**src/rtl/fcw_pkg.sv**
```systemverilog
package fcw_pkg;
  // Per-pixel decisions handed from the control to the datapath
  typedef struct packed {
    logic take;  // pixel is inside the window and the FIFO has room
    logic lost;  // pixel is inside the window but the FIFO is full
  } fcwStrobeT;
endpackage

```
**src/rtl/fcw_ctrl.sv**
```systemverilog
module fcw_ctrl
  import fcw_pkg::*;
#(
  parameter int FRAME_W = 356,
  parameter int FRAME_H = 292,
  parameter int WIN_W   = 256,
  parameter int WIN_H   = 256,
  parameter int COL_OFF = 50,
  parameter int ROW_OFF = 18,
  localparam int COL_W  = $clog2(FRAME_W),
  localparam int ROW_W  = $clog2(FRAME_H)
) (
  input  logic             clk,
  input  logic             rstN,
  input  logic             pixValid,
  input  logic             frameStart,
  input  logic             fifoFull,
  output logic [COL_W-1:0] colCnt,
  output logic [ROW_W-1:0] rowCnt,
  output logic             fillBank,
  output logic             showBank,
  output logic             showValid,
  output fcwStrobeT        strobe
);
  localparam int COL_END = COL_OFF + WIN_W;
  localparam int ROW_END = ROW_OFF + WIN_H;

  logic active;   // lines remain in the current frame
  logic started;  // a frame start has been seen since reset
  logic lastCol;
  logic lastRow;
  logic inWin;
  logic pixLive;

  assign lastCol = (colCnt == COL_W'(FRAME_W - 1));
  assign lastRow = (rowCnt == ROW_W'(FRAME_H - 1));
  assign inWin   = (32'(colCnt) >= COL_OFF) && (32'(colCnt) < COL_END) &&
                   (32'(rowCnt) >= ROW_OFF) && (32'(rowCnt) < ROW_END);
  assign pixLive = pixValid && active && !frameStart;

  always_comb begin
    strobe.take = pixLive && inWin && !fifoFull;
    strobe.lost = pixLive && inWin && fifoFull;
  end

  always_ff @(posedge clk) begin
    if (!rstN) begin
      colCnt    <= '0;
      rowCnt    <= '0;
      active    <= 1'b0;
      started   <= 1'b0;
      fillBank  <= 1'b0;
      showBank  <= 1'b0;
      showValid <= 1'b0;
    end else if (frameStart) begin
      colCnt  <= '0;
      rowCnt  <= '0;
      active  <= 1'b1;
      started <= 1'b1;
      if (started) begin
        showBank  <= fillBank;
        fillBank  <= ~fillBank;
        showValid <= 1'b1;
      end
    end else if (pixValid && active) begin
      if (lastCol) begin
        colCnt <= '0;
        if (lastRow) active <= 1'b0;
        else         rowCnt <= rowCnt + 1'b1;
      end else begin
        colCnt <= colCnt + 1'b1;
      end
    end
  end

  a_r2_col_bound: assert property (@(posedge clk) disable iff (!rstN)
    32'(colCnt) < FRAME_W);

  a_r9_idle_hold: assert property (@(posedge clk) disable iff (!rstN)
    (!pixValid && !frameStart) |=> ($stable(colCnt) && $stable(rowCnt)));

  a_r7_bank_swap: assert property (@(posedge clk) disable iff (!rstN)
    (frameStart && started) |=> (fillBank != $past(fillBank)) &&
                                (showBank == $past(fillBank)) && showValid);

  a_r5_restart: assert property (@(posedge clk) disable iff (!rstN)
    frameStart |=> (colCnt == '0) && (rowCnt == '0));
endmodule

```
**src/rtl/fcw_dpath.sv**
```systemverilog
module fcw_dpath
  import fcw_pkg::*;
#(
  parameter int FRAME_W = 356,
  parameter int FRAME_H = 292,
  parameter int WIN_W   = 256,
  parameter int WIN_H   = 256,
  parameter int COL_OFF = 50,
  parameter int ROW_OFF = 18,
  parameter int DATA_W  = 8,
  localparam int COL_W  = $clog2(FRAME_W),
  localparam int ROW_W  = $clog2(FRAME_H),
  localparam int WCOL_W = $clog2(WIN_W),
  localparam int WROW_W = $clog2(WIN_H),
  localparam int ADDR_W = 1 + WROW_W + WCOL_W
) (
  input  logic              clk,
  input  logic              rstN,
  input  fcwStrobeT         strobe,
  input  logic [COL_W-1:0]  colCnt,
  input  logic [ROW_W-1:0]  rowCnt,
  input  logic              fillBank,
  input  logic [DATA_W-1:0] pixData,
  output logic              fifoPush,
  output logic [DATA_W-1:0] fifoData,
  output logic [ADDR_W-1:0] fifoAddr,
  output logic              overflow
);
  logic [COL_W-1:0]  colRel;
  logic [ROW_W-1:0]  rowRel;
  logic [ADDR_W-1:0] nextAddr;

  assign colRel   = colCnt - COL_W'(COL_OFF);
  assign rowRel   = rowCnt - ROW_W'(ROW_OFF);
  assign nextAddr = {fillBank, rowRel[WROW_W-1:0], colRel[WCOL_W-1:0]};

  always_ff @(posedge clk) begin
    if (!rstN) begin
      fifoPush <= 1'b0;
      fifoData <= '0;
      fifoAddr <= '0;
      overflow <= 1'b0;
    end else begin
      fifoPush <= strobe.take;
      if (strobe.take) begin
        fifoData <= pixData;
        fifoAddr <= nextAddr;
      end
      if (strobe.lost) overflow <= 1'b1;
    end
  end

  a_r3_push_follows_take: assert property (@(posedge clk) disable iff (!rstN)
    strobe.take |=> fifoPush);

  a_r3_no_spurious_push: assert property (@(posedge clk) disable iff (!rstN)
    !strobe.take |=> !fifoPush);

  a_r8_full_drops: assert property (@(posedge clk) disable iff (!rstN)
    strobe.lost |=> (!fifoPush && overflow));

  a_r8_overflow_sticky: assert property (@(posedge clk) disable iff (!rstN)
    overflow |=> overflow);

  a_r4_addr_hold: assert property (@(posedge clk) disable iff (!rstN)
    !strobe.take |=> $stable(fifoAddr));
endmodule

```
**src/rtl/frame_crop_writer.sv**
```systemverilog
module frame_crop_writer
  import fcw_pkg::*;
#(
  parameter int FRAME_W = 356,
  parameter int FRAME_H = 292,
  parameter int WIN_W   = 256,
  parameter int WIN_H   = 256,
  parameter int COL_OFF = 50,
  parameter int ROW_OFF = 18,
  parameter int DATA_W  = 8,
  localparam int COL_W  = $clog2(FRAME_W),
  localparam int ROW_W  = $clog2(FRAME_H),
  localparam int ADDR_W = 1 + $clog2(WIN_H) + $clog2(WIN_W)
) (
  input  logic              clk,
  input  logic              rstN,
  input  logic              pixValid,
  input  logic [DATA_W-1:0] pixData,
  input  logic              frameStart,
  input  logic              fifoFull,
  output logic              fifoPush,
  output logic [DATA_W-1:0] fifoData,
  output logic [ADDR_W-1:0] fifoAddr,
  output logic              fillBank,
  output logic              showBank,
  output logic              showValid,
  output logic              overflow
);
  logic [COL_W-1:0] colCnt;
  logic [ROW_W-1:0] rowCnt;
  fcwStrobeT        strobe;

  fcw_ctrl #(
    .FRAME_W(FRAME_W), .FRAME_H(FRAME_H), .WIN_W(WIN_W), .WIN_H(WIN_H),
    .COL_OFF(COL_OFF), .ROW_OFF(ROW_OFF)
  ) u_ctrl (
    .clk(clk), .rstN(rstN), .pixValid(pixValid), .frameStart(frameStart),
    .fifoFull(fifoFull), .colCnt(colCnt), .rowCnt(rowCnt),
    .fillBank(fillBank), .showBank(showBank), .showValid(showValid),
    .strobe(strobe)
  );

  fcw_dpath #(
    .FRAME_W(FRAME_W), .FRAME_H(FRAME_H), .WIN_W(WIN_W), .WIN_H(WIN_H),
    .COL_OFF(COL_OFF), .ROW_OFF(ROW_OFF), .DATA_W(DATA_W)
  ) u_dpath (
    .clk(clk), .rstN(rstN), .strobe(strobe), .colCnt(colCnt),
    .rowCnt(rowCnt), .fillBank(fillBank), .pixData(pixData),
    .fifoPush(fifoPush), .fifoData(fifoData), .fifoAddr(fifoAddr),
    .overflow(overflow)
  );

  a_r1_reset_quiet: assert property (@(posedge clk)
    !rstN |=> (!fifoPush && !overflow && !showValid && !fillBank));
endmodule

```
**config.mk**
```make
export PLATFORM = sky130hd
export DESIGN_NAME = frame_crop_writer
export DESIGN_NICKNAME = d
export VERILOG_FILES = /design/src/rtl/fcw_pkg.sv /design/src/rtl/fcw_ctrl.sv /design/src/rtl/fcw_dpath.sv /design/src/rtl/frame_crop_writer.sv
export SDC_FILE = /design/constraint.sdc
export NUM_CORES = 1
export LEC_CHECK = 0
export BUFFER_PORTS_ARGS = -buffer_cell sky130_fd_sc_hd__buf_4
export CAP_MARGIN = 25
export CORE_ASPECT_RATIO = 0.75
export CORE_MARGIN = 4
export CORE_UTILIZATION = 25
export CTS_CLUSTER_SIZE = 25
export DETAILED_ROUTE_END_ITERATION = 10
export GPL_TIMING_DRIVEN = 0
export PLACE_DENSITY = 0.42
export SETUP_SLACK_MARGIN = 0.2
export SLEW_MARGIN = 20
export SYNTH_ARGS = -nofsm -noshare
export SYNTH_HDL_FRONTEND = slang
export SYNTH_HIERARCHICAL = 1
export SYNTH_SLANG_ARGS = --single-unit
```
**constraint.sdc**
```tcl
create_clock -name clk -period 2.7 [get_ports clk]
set_input_delay 0.675 -clock clk [delete_from_list [all_inputs] [get_ports clk]]
set_output_delay 0.675 -clock clk [all_outputs]
set_load 0.005 [all_outputs]
```
==> impl_metrics.ini <==
[critical_path]
crit_chain = clkbuf_1 > o311a_1 > nor3_1 > nand4_1 > nor3_4 > buf_4 > nand3b_1 > a2111o_1 > o211ai_1
end_kind = flip-flop
critPathBufInv = 2
cp_top_family = compound AO/OA/AOI/OAI gates
r2r_slack_ns = 0.35
rr_startpoint = u_ctrl/rowCnt[2]
cpMaxStageDelayCell = a2111o_1
ff2ff_path_depth = 9
crit_required_ns = 2.91
critPathKind = flip-flop to flip-flop
reg2reg_to = u_dpath/fifoAddr[15]
crit_path_max_incr_delay_ns = 0.39
crit_fanout = 8
arrival_ns = 2.56
crit_path_start_kind = flip-flop

[worst_hold_path]
hp-class = flip-flop to flip-flop
hold_start = u_ctrl/showBank
holdPathStages = 2
min_to = u_ctrl/showBank

[sta]
setup_viol = 0
grt_setup_unrepaired = true
timing.final.crit_share_pct = 87.1
fmax_mhz = 425
finalSetupTns_ns = 0
min_period_ns = 2.35
relSlewSlack_pct = 59.2
setup_slack_ns = 0.349
finClkSkew_ns = 0.00698
tightest_slew_ns = 0.612
slew_violations = 0
hold_viol_final = 0

[yosys]
syn_avg_cell_area_um2 = 9.00
yosys.area_share.simple_pct = 24.9
synthAdderAreaFrac_pct = 3.18
synth-seq-area-share_pct = 42.5
synth_top_family_by_area = simple AND/OR/NAND/NOR gates
synthCells = 262
ys_types = 45
syn_area_mm2 = 0.00236
synthMuxAreaShare_pct = 4.67
yosys.area_share.xor_xnor_pct = 3.72
synth_fp_nets = 281
synth-main-ff-cell = dfxtp_1
synth_edf_count = 0
synth_compound_area_share_pct = 16.6
synth_warnings = 6
synthArstFlopShare_pct = 0
ys_seq_elements = 50

[placement]
place_ws_ns = -0.0342
placed_area_mm2 = 0.00283
place_congestion = 0.770
dp_hpwl_um = 4510
io_buffer_count = 41
dp.cells = 431

[power]
leakagePower_nw = 1.11
ir_drop_mv = 0.214
power_density_mw_per_mm2 = 481

[floorplan]
die_w_um = 120
ios = 43
fp.dieArea_mm2 = 0.0111
placementRows = 30
die_h_um = 92.1
start_util_pct = 25.8
core_mm2 = 0.00912

[final_layout]
instances_no_fill = 440
finish.instance_area_mm2 = 0.00303
drive_above_1_share_pct = 20.8
fin_nets = 330
syn2layout_area_growth_pct = 28.4
n_antenna_cell = 0
n_fill_cell = 978

[grt]
grt_pass1_vias = 1905
grt_pass1_wl_um = 10400
grt_max_degree = 17
grtUsageTotal_pct = 11.9
grt.overflow.total = 0
antenna_found_initial = 0

[clock_tree]
clkLatencyLatePin_ns = 0.29
clk_path_buf_depth = 2
cts.clk_slew.worst_paths_ns = 0.07
cts_made_buffers = 5
tritoncts = built
clock-sinks = 50
cts_root_buf = clkbuf_16
h-tree-depth = 2

[routing]
drt-initial-drc-count = 127
ant_nets = 0
via_count = 2026
routed_wirelength_um = 6260
avgRoutedWirePerCell_um = 14.2
drt_first_pass_iters = 4
post-route-drc-count = 0
via_per_inst = 4.60

[job]
cap_violations = 0

[outcome]
status = finished clean
-- cell type report --
type	instances	area [µm²]	area share [%]
clock buffer	6	139	4.59
buffer	15	87.6	2.89
multi-input combinational	188	1270	41.9
tap	128	160	5.29
clock inverter	2	17.5	0.579
sequential	50	1000	33.2
inverter	9	33.8	1.12
timing repair buffer	42	315	10.4
-- per-layer routing --
layer | wire [µm] | up-vias | share of wire (%) | track usage, %
met5 | 0 | - | 0 | 0
met4 | 29 | 0 | 0.46 | 2.29
met3 | 292 | 2 | 4.7 | 3.45
met2 | 2430 | 36 | 39 | 15.4
met1 | 3500 | 934 | 56 | 19.0
li1 | - | 1054 | - | -
-- cell families (layout without fill, tap and decap cells) --
group,after synthesis,after routing
buffers and inverters,24,74
adders and majority gates,6,6
and+or+nand+nor,104,104
DFF,50,50
xor gates and xnor gates,10,10
muxes,11,11
AOI/OAI and AO/OA,57,57
-- worst reg2reg max path, stage by stage (launching register included) --
cell      delay, ns
dfxtp_1        0.35
clkbuf_1       0.21
o311a_1        0.37
nor3_1         0.13
nand4_1        0.19
nor3_4         0.31
buf_4          0.15
nand3b_1       0.08
a2111o_1       0.39
o211ai_1       0.10
-- flip-flops by register name, indices dropped and copies added (netlist names) --
name / flops
u_ctrl/active: 1
u_ctrl/colCnt: 9
u_ctrl/fillBank: 1
u_ctrl/rowCnt: 9
u_ctrl/showBank: 1
u_ctrl/showValid: 1
u_ctrl/started: 1
u_dpath/fifoAddr: 17
u_dpath/fifoData: 8
u_dpath/fifoPush: 1
u_dpath/overflow: 1
-- synth_stat cells, types with 4 or more instances --
library cell / n / share of area, %
or3_1: 5 / 1.3
nand4_1: 5 / 1.3
a21oi_1: 10 / 2.1
nand3_1: 10 / 2.1
inv_1: 9 / 1.4
xnor2_1: 9 / 3.3
dfxtp_1: 50 / 42
nand3b_1: 8 / 2.5
ha_1: 6 / 3.2
or4_1: 6 / 1.9
mux2i_1: 11 / 4.7
o21ai_0: 13 / 2.8
a31oi_1: 6 / 1.6
nor2_1: 14 / 2.2
nor3_1: 8 / 1.7
nor2b_1: 14 / 3.7
o31ai_1: 8 / 2.5
nand2_1: 16 / 2.5
clkbuf_1: 8 / 1.3
nand2b_1: 5 / 1.3
nor4_1: 6 / 1.6
o211a_1: 4 / 1.7
-- layout by cell type, fill, tap and decap left out, types with 2 or more instances in the layout --
master and n:
dfxtp_1 47, nor2b_1 14, nor4_1 5, nand3b_1 8, clkbuf_16 5, buf_6 3
clkinv_4 2, o311a_1 2, clkbuf_1 6, nand4b_1 2, nand2b_1 5, a21boi_0 2
or4_1 6, buf_4 42, o31ai_1 8, inv_1 9, nand2_1 15, nand4_1 5
o211a_1 4, xnor2_1 9, or3_1 5, o21ai_0 13, mux2i_1 11, nor2_1 14
o21a_1 2, clkbuf_2 3, a31oi_1 6, dfxtp_2 3, nor3_1 7, a21oi_1 10
o211ai_1 3, nand3_1 10, ha_1 6
-- stage by stage --
step | hold slack, ns | total power (W) | util [%]
after floorplan | 0.460 | 0.000790 | -
final | 0.472 | 0.00146 | 33.2
after global routing | 0.513 | 0.00153 | 33.2
after detailed placement | 0.454 | 0.000821 | 31.0
after CTS | 0.476 | 0.00149 | 32.8
after global placement | 0.452 | 0.000820 | 31.0
-- power breakdown --
part | total, W | internal [W] | switching, W
combinational | 0.0000544 | 0.0000258 | 0.0000286
clock | 0.000654 | 0.000372 | 0.000282
sequential | 0.000749 | 0.000742 | 0.00000628
-- what timing repair did --
item	in CTS	in global routing
hold buffers	0	0
endpoints found under the setup margin	11	30
resized for setup	2	13
endpoints found under the hold margin	0	0
pin swaps	0	1
setup buffers	0	1
-- how the worst max path moves through the flow --
| stage | from | to | slack (ns) | cells past startpoint |
|---|---|---|---|---|
| after floorplan | frameStart | u_dpath/fifoAddr[7] | 0.46 | 8 |
| after global placement | frameStart | u_dpath/fifoAddr[1] | -0.05 | 8 |
| after detailed placement | frameStart | u_dpath/fifoAddr[1] | -0.03 | 8 |
| after CTS | u_ctrl/colCnt[1] | u_ctrl/colCnt[0] | 0.24 | 7 |
| after global routing | u_ctrl/colCnt[3] | u_ctrl/rowCnt[8] | 0.18 | 7 |
| final | u_ctrl/rowCnt[2] | u_dpath/fifoAddr[15] | 0.35 | 9 |
Note: power is estimated with default switching activity, not from simulation.
